===== src/rtl/nic_pkg.sv =====
package nic_pkg;
   typedef logic [1:0] mask_t;

   localparam mask_t MASK_L0 = 2'b10;
   localparam mask_t MASK_L1 = 2'b01;
   localparam mask_t MASK_L2 = 2'b00;
   localparam mask_t MASK_L3 = 2'b11;

   // maps the non-binary mask code onto an ordered rank 0..3
   function automatic logic [1:0] lvl_rank(input mask_t m);
      case (m)
         MASK_L0: return 2'd0;
         MASK_L1: return 2'd1;
         MASK_L2: return 2'd2;
         default: return 2'd3;
      endcase
   endfunction
endpackage


===== src/rtl/nic_prio_regs.sv =====
module nic_prio_regs
   import nic_pkg::*;
#(
   parameter int NUM_SRC = 13,
   parameter int DATA_W  = 8,
   parameter int REG_AW  = 2
) (
   input  logic                      clk,
   input  logic                      rst_n,
   input  logic                      we,
   input  logic [REG_AW-1:0]         addr,
   input  logic [DATA_W-1:0]         wdata,
   output logic [NUM_SRC-1:0][1:0]   prio
);
   localparam int FPR     = DATA_W / 2;
   localparam int NUM_REG = (NUM_SRC + FPR - 1) / FPR;

   if (DATA_W % 2 != 0) begin : g_bad_dw
      $error("nic_prio_regs: DATA_W must be even");
   end
   if ((1 << REG_AW) < NUM_REG) begin : g_bad_aw
      $error("nic_prio_regs: REG_AW too narrow for the field count");
   end

   for (genvar i = 0; i < NUM_SRC; i++) begin : g_fld
      localparam int RIDX = i / FPR;
      localparam int LSB  = 2 * (i % FPR);
      mask_t fld;

      always_ff @(posedge clk or negedge rst_n) begin
         if (!rst_n)
            fld <= MASK_L3;
         else if (we && addr == REG_AW'(RIDX))
            fld <= wdata[LSB +: 2];
      end

      assign prio[i] = fld;


      fld_wr_chk: assert property (@(posedge clk) disable iff (!rst_n)
         (we && addr == REG_AW'(RIDX)) |=> prio[i] == $past(wdata[LSB +: 2]));
   end
endmodule


===== src/rtl/nic_arbiter.sv =====
module nic_arbiter
   import nic_pkg::*;
#(
   parameter int NUM_SRC = 13,
   parameter int IDX_W   = 4
) (
   input  logic [NUM_SRC-1:0]        req,
   input  logic [NUM_SRC-1:0][1:0]   prio,
   input  mask_t                     cur_mask,
   output logic                      any,
   output logic [IDX_W-1:0]          idx,
   output mask_t                     win_mask
);
   logic [NUM_SRC-1:0] elig;
   logic [1:0]         best;

   for (genvar i = 0; i < NUM_SRC; i++) begin : g_elig
      assign elig[i] = req[i] && (prio[i] != MASK_L3) &&
                       (lvl_rank(prio[i]) > lvl_rank(cur_mask));
   end

   // ascending scan with >= lets the higher index win a level tie
   always_comb begin
      any      = 1'b0;
      idx      = '0;
      best     = 2'd0;
      win_mask = MASK_L3;
      for (int i = 0; i < NUM_SRC; i++) begin
         if (elig[i] && (!any || lvl_rank(prio[i]) >= best)) begin
            any      = 1'b1;
            best     = lvl_rank(prio[i]);
            idx      = IDX_W'(i);
            win_mask = prio[i];
         end
      end
   end
endmodule


===== src/rtl/nic_mask_stack.sv =====
module nic_mask_stack
   import nic_pkg::*;
#(
   parameter int DEPTH = 4
) (
   input  logic   clk,
   input  logic   rst_n,
   input  logic   clr,
   input  logic   push,
   input  logic   pop,
   input  mask_t  din,
   output mask_t  top,
   output logic   empty,
   output logic   err
);
   localparam int PW = $clog2(DEPTH + 1);
   localparam int IW = (DEPTH > 1) ? $clog2(DEPTH) : 1;

   if (DEPTH < 2) begin : g_bad_depth
      $error("nic_mask_stack: DEPTH must be at least 2");
   end

   mask_t [DEPTH-1:0] mem;
   logic  [PW-1:0]    cnt;
   logic  [PW-1:0]    cnt_m1;
   logic              full;

   assign full   = (cnt == PW'(DEPTH));
   assign empty  = (cnt == '0);
   assign cnt_m1 = cnt - 1'b1;
   assign top    = mem[cnt_m1[IW-1:0]];

   always_ff @(posedge clk or negedge rst_n) begin
      if (!rst_n) begin
         cnt <= '0;
         err <= 1'b0;
         mem <= '0;
      end else begin
         err <= 1'b0;
         if (clr) begin
            cnt <= '0;
         end else if (pop) begin
            if (empty) err <= 1'b1;
            else       cnt <= cnt_m1;
         end else if (push) begin
            if (full) begin
               err <= 1'b1;
            end else begin
               mem[cnt[IW-1:0]] <= din;
               cnt              <= cnt + 1'b1;
            end
         end
      end
   end


   stk_bound_chk: assert property (@(posedge clk) disable iff (!rst_n)
      cnt <= PW'(DEPTH));


   stk_full_hold_chk: assert property (@(posedge clk) disable iff (!rst_n)
      (push && !pop && !clr && full) |=> err && $stable(cnt));


   stk_empty_pop_chk: assert property (@(posedge clk) disable iff (!rst_n)
      (pop && !clr && empty) |=> err && cnt == '0);
endmodule


===== src/rtl/nest_irq_ctrl.sv =====
module nest_irq_ctrl
   import nic_pkg::*;
#(
   parameter int          NUM_SRC   = 13,
   parameter int          REG_AW    = 2,
   parameter int          STK_DEPTH = 4,
   parameter logic [15:0] VEC_BASE  = 16'hFFE0
) (
   input  logic               clk,
   input  logic               rst_n,
   input  logic [NUM_SRC-1:0] irq_req,
   input  logic               tli_req,
   input  logic               trap_stb,
   input  logic               rst_req,
   input  logic               iret_stb,
   input  logic               instr_end,
   input  logic [1:0]         cur_mask,
   input  logic               reg_we,
   input  logic [REG_AW-1:0]  reg_addr,
   input  logic [7:0]         reg_wdata,
   output logic               irq_take,
   output logic [15:0]        irq_vec,
   output logic               mask_load,
   output logic [1:0]         mask_new,
   output logic               stk_err
);
   localparam int          IDX_W    = (NUM_SRC > 1) ? $clog2(NUM_SRC) : 1;
   localparam logic [15:0] RST_VEC  = VEC_BASE + 16'd30;
   localparam logic [15:0] TRAP_VEC = VEC_BASE + 16'd28;
   localparam logic [15:0] TLI_VEC  = VEC_BASE + 16'd26;

   if (NUM_SRC < 1 || NUM_SRC > 13) begin : g_bad_src
      $error("nest_irq_ctrl: NUM_SRC must be 1..13 to leave room for fixed vectors");
   end

   logic [NUM_SRC-1:0][1:0] prio;
   logic                    win_any;
   logic [IDX_W-1:0]        win_idx;
   mask_t                   win_mask;
   mask_t                   stk_top;
   logic                    stk_empty;
   logic                    stk_push;
   logic                    stk_pop;
   logic                    bound_take;

   nic_prio_regs #(.NUM_SRC(NUM_SRC), .DATA_W(8), .REG_AW(REG_AW)) u_regs (
      .clk(clk), .rst_n(rst_n), .we(reg_we), .addr(reg_addr),
      .wdata(reg_wdata), .prio(prio));

   nic_arbiter #(.NUM_SRC(NUM_SRC), .IDX_W(IDX_W)) u_arb (
      .req(irq_req), .prio(prio), .cur_mask(cur_mask),
      .any(win_any), .idx(win_idx), .win_mask(win_mask));

   assign bound_take = instr_end && (tli_req || win_any);
   assign stk_pop    = !rst_req && iret_stb;
   assign stk_push   = !rst_req && !iret_stb && (trap_stb || bound_take);

   nic_mask_stack #(.DEPTH(STK_DEPTH)) u_stk (
      .clk(clk), .rst_n(rst_n), .clr(rst_req), .push(stk_push),
      .pop(stk_pop), .din(cur_mask), .top(stk_top),
      .empty(stk_empty), .err(stk_err));

   always_ff @(posedge clk or negedge rst_n) begin
      if (!rst_n) begin
         irq_take  <= 1'b0;
         irq_vec   <= '0;
         mask_load <= 1'b0;
         mask_new  <= MASK_L3;
      end else begin
         irq_take  <= 1'b0;
         mask_load <= 1'b0;
         if (rst_req) begin
            irq_take  <= 1'b1;
            irq_vec   <= RST_VEC;
            mask_load <= 1'b1;
            mask_new  <= MASK_L3;
         end else if (iret_stb) begin
            if (!stk_empty) begin
               mask_load <= 1'b1;
               mask_new  <= stk_top;
            end
         end else if (trap_stb) begin
            irq_take  <= 1'b1;
            irq_vec   <= TRAP_VEC;
            mask_load <= 1'b1;
            mask_new  <= MASK_L3;
         end else if (instr_end && tli_req) begin
            irq_take  <= 1'b1;
            irq_vec   <= TLI_VEC;
            mask_load <= 1'b1;
            mask_new  <= MASK_L3;
         end else if (instr_end && win_any) begin
            irq_take  <= 1'b1;
            irq_vec   <= VEC_BASE + 16'({win_idx, 1'b0});
            mask_load <= 1'b1;
            mask_new  <= win_mask;
         end
      end
   end


   reset_take_chk: assert property (@(posedge clk) disable iff (!rst_n)
      rst_req |=> irq_take && irq_vec == RST_VEC && mask_new == MASK_L3);


   trap_take_chk: assert property (@(posedge clk) disable iff (!rst_n)
      (trap_stb && !rst_req && !iret_stb) |=>
         irq_take && irq_vec == TRAP_VEC && mask_new == MASK_L3);


   boundary_only_chk: assert property (@(posedge clk) disable iff (!rst_n)
      (irq_take && irq_vec <= TLI_VEC) |-> $past(instr_end));


   level_raise_chk: assert property (@(posedge clk) disable iff (!rst_n)
      (irq_take && irq_vec < TLI_VEC) |->
         lvl_rank(mask_new) > lvl_rank($past(cur_mask)));


   iret_no_take_chk: assert property (@(posedge clk) disable iff (!rst_n)
      (iret_stb && !rst_req) |=> !irq_take);
endmodule


===== config.mk =====
export PLATFORM = sky130hd
export DESIGN_NAME = nest_irq_ctrl
export DESIGN_NICKNAME = d
export VERILOG_FILES = /design/src/rtl/nic_pkg.sv /design/src/rtl/nic_prio_regs.sv /design/src/rtl/nic_arbiter.sv /design/src/rtl/nic_mask_stack.sv /design/src/rtl/nest_irq_ctrl.sv
export SDC_FILE = /design/constraint.sdc
export NUM_CORES = 1
export LEC_CHECK = 0
export BUFFER_PORTS_ARGS = -buffer_cell sky130_fd_sc_hd__buf_2
export CAP_MARGIN = 30
export CORE_UTILIZATION = 37
export CTS_CLUSTER_DIAMETER = 150
export DETAILED_ROUTE_END_ITERATION = 7
export PLACE_DENSITY = 0.66
export SLEW_MARGIN = 20
export SYNTH_ARGS = -nofsm -noshare
export SYNTH_HDL_FRONTEND = slang
export SYNTH_SLANG_ARGS = --single-unit

===== constraint.sdc =====
create_clock -name clk -period 17.5 [get_ports clk]
set_input_delay 1.75 -clock clk [delete_from_list [all_inputs] [get_ports clk]]
set_output_delay 1.75 -clock clk [all_outputs]
set_load 0.01 [all_outputs]

After elaboration in Yosys (flattened, before gate mapping)

Cells that the tools add are included.

Word-level logic and storage cells: 304
Register bits after elaboration: 58
Input bits: 33
Output and inout port bits: 21

Equal/unequal tests: 49
Add/sub/neg operators: 3
Bitwise operators: 3
Reductions and logical operators: 100
Multiplexer cells: 98
$lt $le $gt $ge: 28

Operators with widths:

| kind                                                        | count |
|---|---|
| one-hot mux 2 bit (3 select lines)                          | 14 |
| two-way mux 16 bit                                          | 5 |
| two-way mux 2 bit                                           | 35 |
| logical AND 1 bit                                           | 49 |
| == test 2 bit (second input constant)                       | 16 |
| == test 2 x 1 -> 1 bit (second input constant)              | 15 |
| zero test 2 bit                                             | 15 |
| inequality test 2 bit (second input constant)               | 14 |
| two-way mux 1 bit                                           | 27 |
| two-way mux 3 bit                                           | 9 |
| greater-than comparator 2 bit                               | 13 |
| greater-or-equal comparator 2 bit                           | 12 |
| two-way mux 4 bit                                           | 5 |
| zero test 1 bit                                             | 14 |
| logical OR 1 bit                                            | 14 |
| inequality test 3 bit (second input constant)               | 3 |
| bitwise mux 8 bit                                           | 1 |
| adder 6 x 6 -> 7 bit (first input constant)                 | 1 |
| less-than comparator 2 x 3 -> 1 bit (second input constant) | 2 |
| nonzero test 5 bit                                          | 1 |
| binary-select mux 2 bit (select 2 bit)                      | 1 |
| demux 2 bit (select 2 bit)                                  | 1 |
| AND reduction 2 bit                                         | 2 |
| AND reduction 4 bit                                         | 1 |
| 9 further kinds                                             | 11 |

Depth between registers and ports, before layout

Depth in word-level cells: 60
Gate-level depth with buffers: 89
Depth with buffers taken out: 86

Cells and area by module

From an unflattened synthesis, not the netlist that was laid out.

Cells, all modules: 510
Area total of the unflattened synthesis: 4818.4 um2

Modules (own cells, without submodules):

| module         | seq. area each (um2) | instances | cells an instance | area an instance (um2) |
|---|---|---|---|---|
| nic_arbiter    | 0.0                  | 1         | 344               | 2578.7 |
| nic_prio_regs  | 683.2                | 1         | 56                | 1022.2 |
| nic_mask_stack | 300.3                | 1         | 56                | 689.4 |
| nest_irq_ctrl  | 227.7                | 1         | 54                | 528.0 |

Least setup slack after synthesis

OpenSTA, ideal clock, no wires.

Kind: input to register
Start: in cur_mask[1]
End: reg irq_vec[4]
Data arrival time: 16.076 ns
Buffers on the path: 3
Slack: 1.298 ns
Cell stages on the path: 82
Required time: 17.374 ns
Setup time: 0.126 ns
Path through: inv_1 ha_1 inv_1 ha_1 nor2b_4 o211ai_1 nor2_1 ha_1 nand2b_1 a21oi_1 a21o_1 o22ai_1 ha_1 nand2b_1 a21oi_1 a21boi_0 nor2_1 o21a_1 (+46 left out) a21boi_0 ha_1 nor2b_1 or3b_2 nand3_2 mux2i_1 a41o_1 ha_1 nand2b_1 a21oi_1 a21o_1 clkbuf_1 mux2_2 ha_1 a21oi_1 a21oi_1 nand2b_1 o32a_1

Cells in the longest elaborated chain, start to end: 59
Elaborated cells on any way between the ends: 124
Classes of those cells: add/sub (1); order compare (25); eq/ne (2); mux (43); reduce/logical (53)

RTL lines:

| element                                                              | line                | RTL |
|---|---|---|
| start: declaration                                                   | nest_irq_ctrl.sv:17 | `input logic [1:0] cur_mask,` |
| == test 2 x 1 -> 1 bit (tied with other cells)                       | nic_pkg.sv:11       | `case (m)` |
| one-hot mux 2 bit (3 select lines) *                                 | nic_pkg.sv:11       |  |
| greater-than comparator 2 bit                                        | nic_arbiter.sv:19   | `(lvl_rank(prio[i]) > lvl_rank(cur_mask));` |
| logical AND 1 bit                                                    | nic_arbiter.sv:18   | `assign elig[i] = req[i] && (prio[i] != MASK_L3) &&` |
| two-way mux 2 bit or two-way mux 1 bit (tied branches)               | nic_arbiter.sv:29   | `if (elig[i] && (!any \|\| lvl_rank(prio[i]) >= best)) begin` |
| greater-or-equal comparator 2 bit or zero test 1 bit (tied branches) | nic_arbiter.sv:29   |  |
| logical OR 1 bit                                                     | nic_arbiter.sv:29   |  |
| logical AND 1 bit                                                    | nic_arbiter.sv:29   |  |
| (+43 left out)                                                       | n/a                 |  |
| logical AND 1 bit                                                    | nic_arbiter.sv:29   |  |
| two-way mux 4 bit                                                    | nic_arbiter.sv:29   |  |
| adder 6 x 6 -> 7 bit                                                 | nest_irq_ctrl.sv:94 | `irq_vec <= VEC_BASE + 16'({win_idx, 1'b0});` |
| two-way mux 16 bit                                                   | nest_irq_ctrl.sv:92 | `end else if (instr_end && win_any) begin` |
| two-way mux 16 bit                                                   | nest_irq_ctrl.sv:87 | `end else if (instr_end && tli_req) begin` |
| two-way mux 16 bit                                                   | nest_irq_ctrl.sv:82 | `end else if (trap_stb) begin` |
| two-way mux 16 bit                                                   | nest_irq_ctrl.sv:77 | `end else if (iret_stb) begin` |
| two-way mux 16 bit                                                   | nest_irq_ctrl.sv:72 | `if (rst_req) begin` |
| end signal: assignment                                               | nest_irq_ctrl.sv:94 |  |
| end: declaration                                                     | nest_irq_ctrl.sv:22 | `output logic [15:0] irq_vec,` |

Mark *: on every way between the ends. The rest lies on a longest branch, timed or not. The select of a mux whose other input is x is not followed.
A chain may end at the register's enable or synchronous reset.

Worst setup path in the final report

Same ends and word-level chain as after synthesis.

==> metrics.cfg <==
[critical_path]
worst_ep_arrival_time_ns = 16.49
crit_family = compound AO/OA/AOI/OAI gates
critPathMaxFanout = 11
critPathCapture = irq_vec[4]$_DFFE_PN0P_
required_ns = 17.67
reg2reg_slack_ns = 2.17
crit_buf_inv = 5
cp-start-kind = input pin
max_stage_delay_ns = 0.48
critical_path.startpoint = cur_mask[1]
r2r_end = irq_vec[4]$_DFFE_PN0P_
end_kind = flip-flop
critical-path-slowest-cell = or3b_2
crit_type = input pin to flip-flop
worst-path-stages = 82
r2r_cells = 80
reg2reg_from = u_regs.g_fld[0].fld[1]$_DFFE_PN1P_
crit_top_cell = ha_1

[detailed_routing]
drt_iter0_drc = 183
vias_per_cell = 5.36
vias = 3944
wire_per_inst_um = 15.3
antenna_left = 0
drt_wl_total_um = 11300
firstDrtPassIters = 4
route.detailed.drc = 0

[die]
fp.dieW_um = 115
die-area_um2 = 13200
pin_count = 54
start_util_pct = 38.7
rows = 40
die_h_um = 115
core_um2 = 12200

[sta]
hold_viol = 0
finalCritPeriodShare_pct = 93.3
worst_pin_slew_ns = 0.657
setup_violations = 0
min_period_ns = 16.32
slew_viol_final = 0
fin_skew_ns = 0.00494
grt_setup_unrepaired = false
slew_headroom_pct = 55.1
max_clock_freq_ghz = 0.0613
fin_setup_tns_ns = 0

[synthesis]
synth_seq_cells = 47
synth_fa_ha_area_share_pct = 20.9
synth_top_family_by_area = compound AO/OA/AOI/OAI gates
async_flop_share_pct = 100
yosysUniqueCellTypes = 75
syn_area_per_cell_um2 = 9.17
synth_edf_count = 0
synth_nets = 627
yosysWarnings = 0
synth-simple-area-share_pct = 16.6
synth_xor_area_share_pct = 0
yosys_most_used_dff = dfstp_2
synth_mux_area_share_pct = 8.03
synth_area_um2 = 4720
synth-compound-area-share_pct = 22.5
ys_seq_area_share_pct = 25.6
synthCells = 515

[layout]
final_cell_mix = ha_1 (79), buf_2 (52), nand2_1 (46)
fin_area_um2 = 5370
diodes = 0
area_growth_pct = 13.6
drive_above_1_share_pct = 28.2
layout_commonest_cell = ha_1
final_core_util_pct = 43.9
fin_nets = 679

[global_routing]
grt_remaining_overflow = 0
grt_pass1_vias = 3762
antenna_found_initial = 0
grt_use_total_pct = 17.6
grt_max_degree = 34
grt_pass1_wl_um = 18300

[pwr]
ir_drop_mv = 0.0463
p_leak_nw = 2.44
cellPowerDensity_nw_per_um2 = 142

[clock_network]
clock_sinks = 47
root_buffer = clkbuf_16
cts_buffer_depth = 2
cts_tree = built
htree_levels = 2
clk_pin_slew_ns = 0.06
clk-insertion-delay-late_ns = 0.29
cts_buffers = 5

[placed_design]
place_congestion = 0.905
dp_hpwl_um = 9200
portBuffers = 52
postPlaceCellArea_um2 = 5120

[worst_hold_path]
hp-class = flip-flop to flip-flop
hold_depth = 1

[flow_run]
maxCapViolations = 0

[run_status]
status = completed

worst register-to-register path, delay by kind of cell, from the launching register on:
family / cells / cell delay [ns]
buffers and inverters: 3 / 0.24
flip-flops: 1 / 0.55
multiplexers: 1 / 0.10
adder cells (fa/ha/maj): 14 / 3.92
AND/OR/NAND/NOR: 23 / 3.50
AO/OA/AOI/OAI: 39 / 6.90
cell families after synthesis:
family          after synthesis
mux                          32
compound gates              141
simple gates                151
fa+ha+maj                    79
buf+inv                      64
flops                        47
other cells                   1
sequential cells by signal, indices dropped and copies added (netlist names):
name	flops
u_stk.err	1
u_regs.g_fld.fld	26
u_stk.cnt	3
mask_load	1
irq_vec	5
mask_new	2
u_stk.mem	8
irq_take	1
what timing repair did:
item	4_1_cts	5_1_grt
endpoints found under the hold margin	0	0
buffers inserted	0	4
gates resized for setup	0	12
endpoints found under the setup margin	0	6
hold buffers	0	0
report_power, final:
part	internal [mW]	switching, mW	total, mW
combinational	0.226	0.268	0.494
sequential	0.145	0.0261	0.171
clock	0.0608	0.0382	0.0990
total	0.432	0.332	0.764
cell type report:
| class | instances | area (um2) |
|---|---|---|
| Timing Repair Buffer | 64 | 362 |
| Fill cell | 1214 | 6850 |
| Tap cell | 168 | 210 |
| Clock buffer | 7 | 153 |
| Multi-Input combinational cell | 404 | 3260 |
| Clock inverter | 1 | 6.26 |
| Inverter | 45 | 169 |
| Sequential cell | 47 | 1210 |
how the worst min path moves through the flow:
stage / start / to / slack, ns
final: u_stk.mem[1]$_DFFE_PN0P_ / u_stk.mem[1]$_DFFE_PN0P_ / 0.50
after global routing: u_stk.mem[5]$_DFFE_PN0P_ / u_stk.mem[5]$_DFFE_PN0P_ / 0.52
after CTS: u_stk.mem[5]$_DFFE_PN0P_ / u_stk.mem[5]$_DFFE_PN0P_ / 0.50
after detailed placement: u_stk.mem[5]$_DFFE_PN0P_ / u_stk.mem[5]$_DFFE_PN0P_ / 0.49
after global placement: u_stk.mem[5]$_DFFE_PN0P_ / u_stk.mem[5]$_DFFE_PN0P_ / 0.46
after floorplan: u_stk.mem[3]$_DFFE_PN0P_ / u_stk.mem[3]$_DFFE_PN0P_ / 0.44
cell usage after synthesis (all sizes together), types with 6 or more instances:
| master | n | area (um2) |
|---|---|---|
| nor2b | 16 | 115 |
| nand3 | 7 | 40.0 |
| buf | 13 | 105 |
| a21boi | 7 | 52.6 |
| a21o | 7 | 53.8 |
| nand2 | 48 | 180 |
| nor2 | 34 | 128 |
| o2111ai | 6 | 52.6 |
| clkbuf | 6 | 22.5 |
| o22ai | 7 | 43.8 |
| nor3 | 7 | 35.0 |
| nand2b | 16 | 108 |
| o21ai | 28 | 148 |
| dfstp | 28 | 736 |
| dfrtp | 19 | 475 |
| ha | 79 | 988 |
| mux2 | 27 | 304 |
| a21oi | 24 | 120 |
| inv | 45 | 169 |
per-layer routing:
| layer | share of wire [%] | track usage (%) | vias to the layer above | routed length (um) |
|---|---|---|---|---|
| li1 | - | - | 1982 | - |
| met1 | 48 | 24.7 | 1856 | 5380 |
| met2 | 46 | 28.4 | 91 | 5160 |
| met3 | 4.6 | 2.21 | 15 | 522 |
| met4 | 1.9 | 4.94 | 0 | 215 |
| met5 | 0 | 0 | - | 0 |
through the flow:
step | instances | total power, mW | setup slack, ns | hold WS [ns]
after floorplan | 515 | 0.536 | 1.30 | 0.445
after global placement | 720 | 0.621 | 0.662 | 0.459
after detailed placement | 722 | 0.641 | 0.229 | 0.488
after CTS | 730 | 0.744 | 0.485 | 0.500
after global routing | 736 | 0.839 | 0.0117 | 0.518
final | 736 | 0.764 | 1.18 | 0.503
Note: power is estimated with default switching activity, not from simulation.
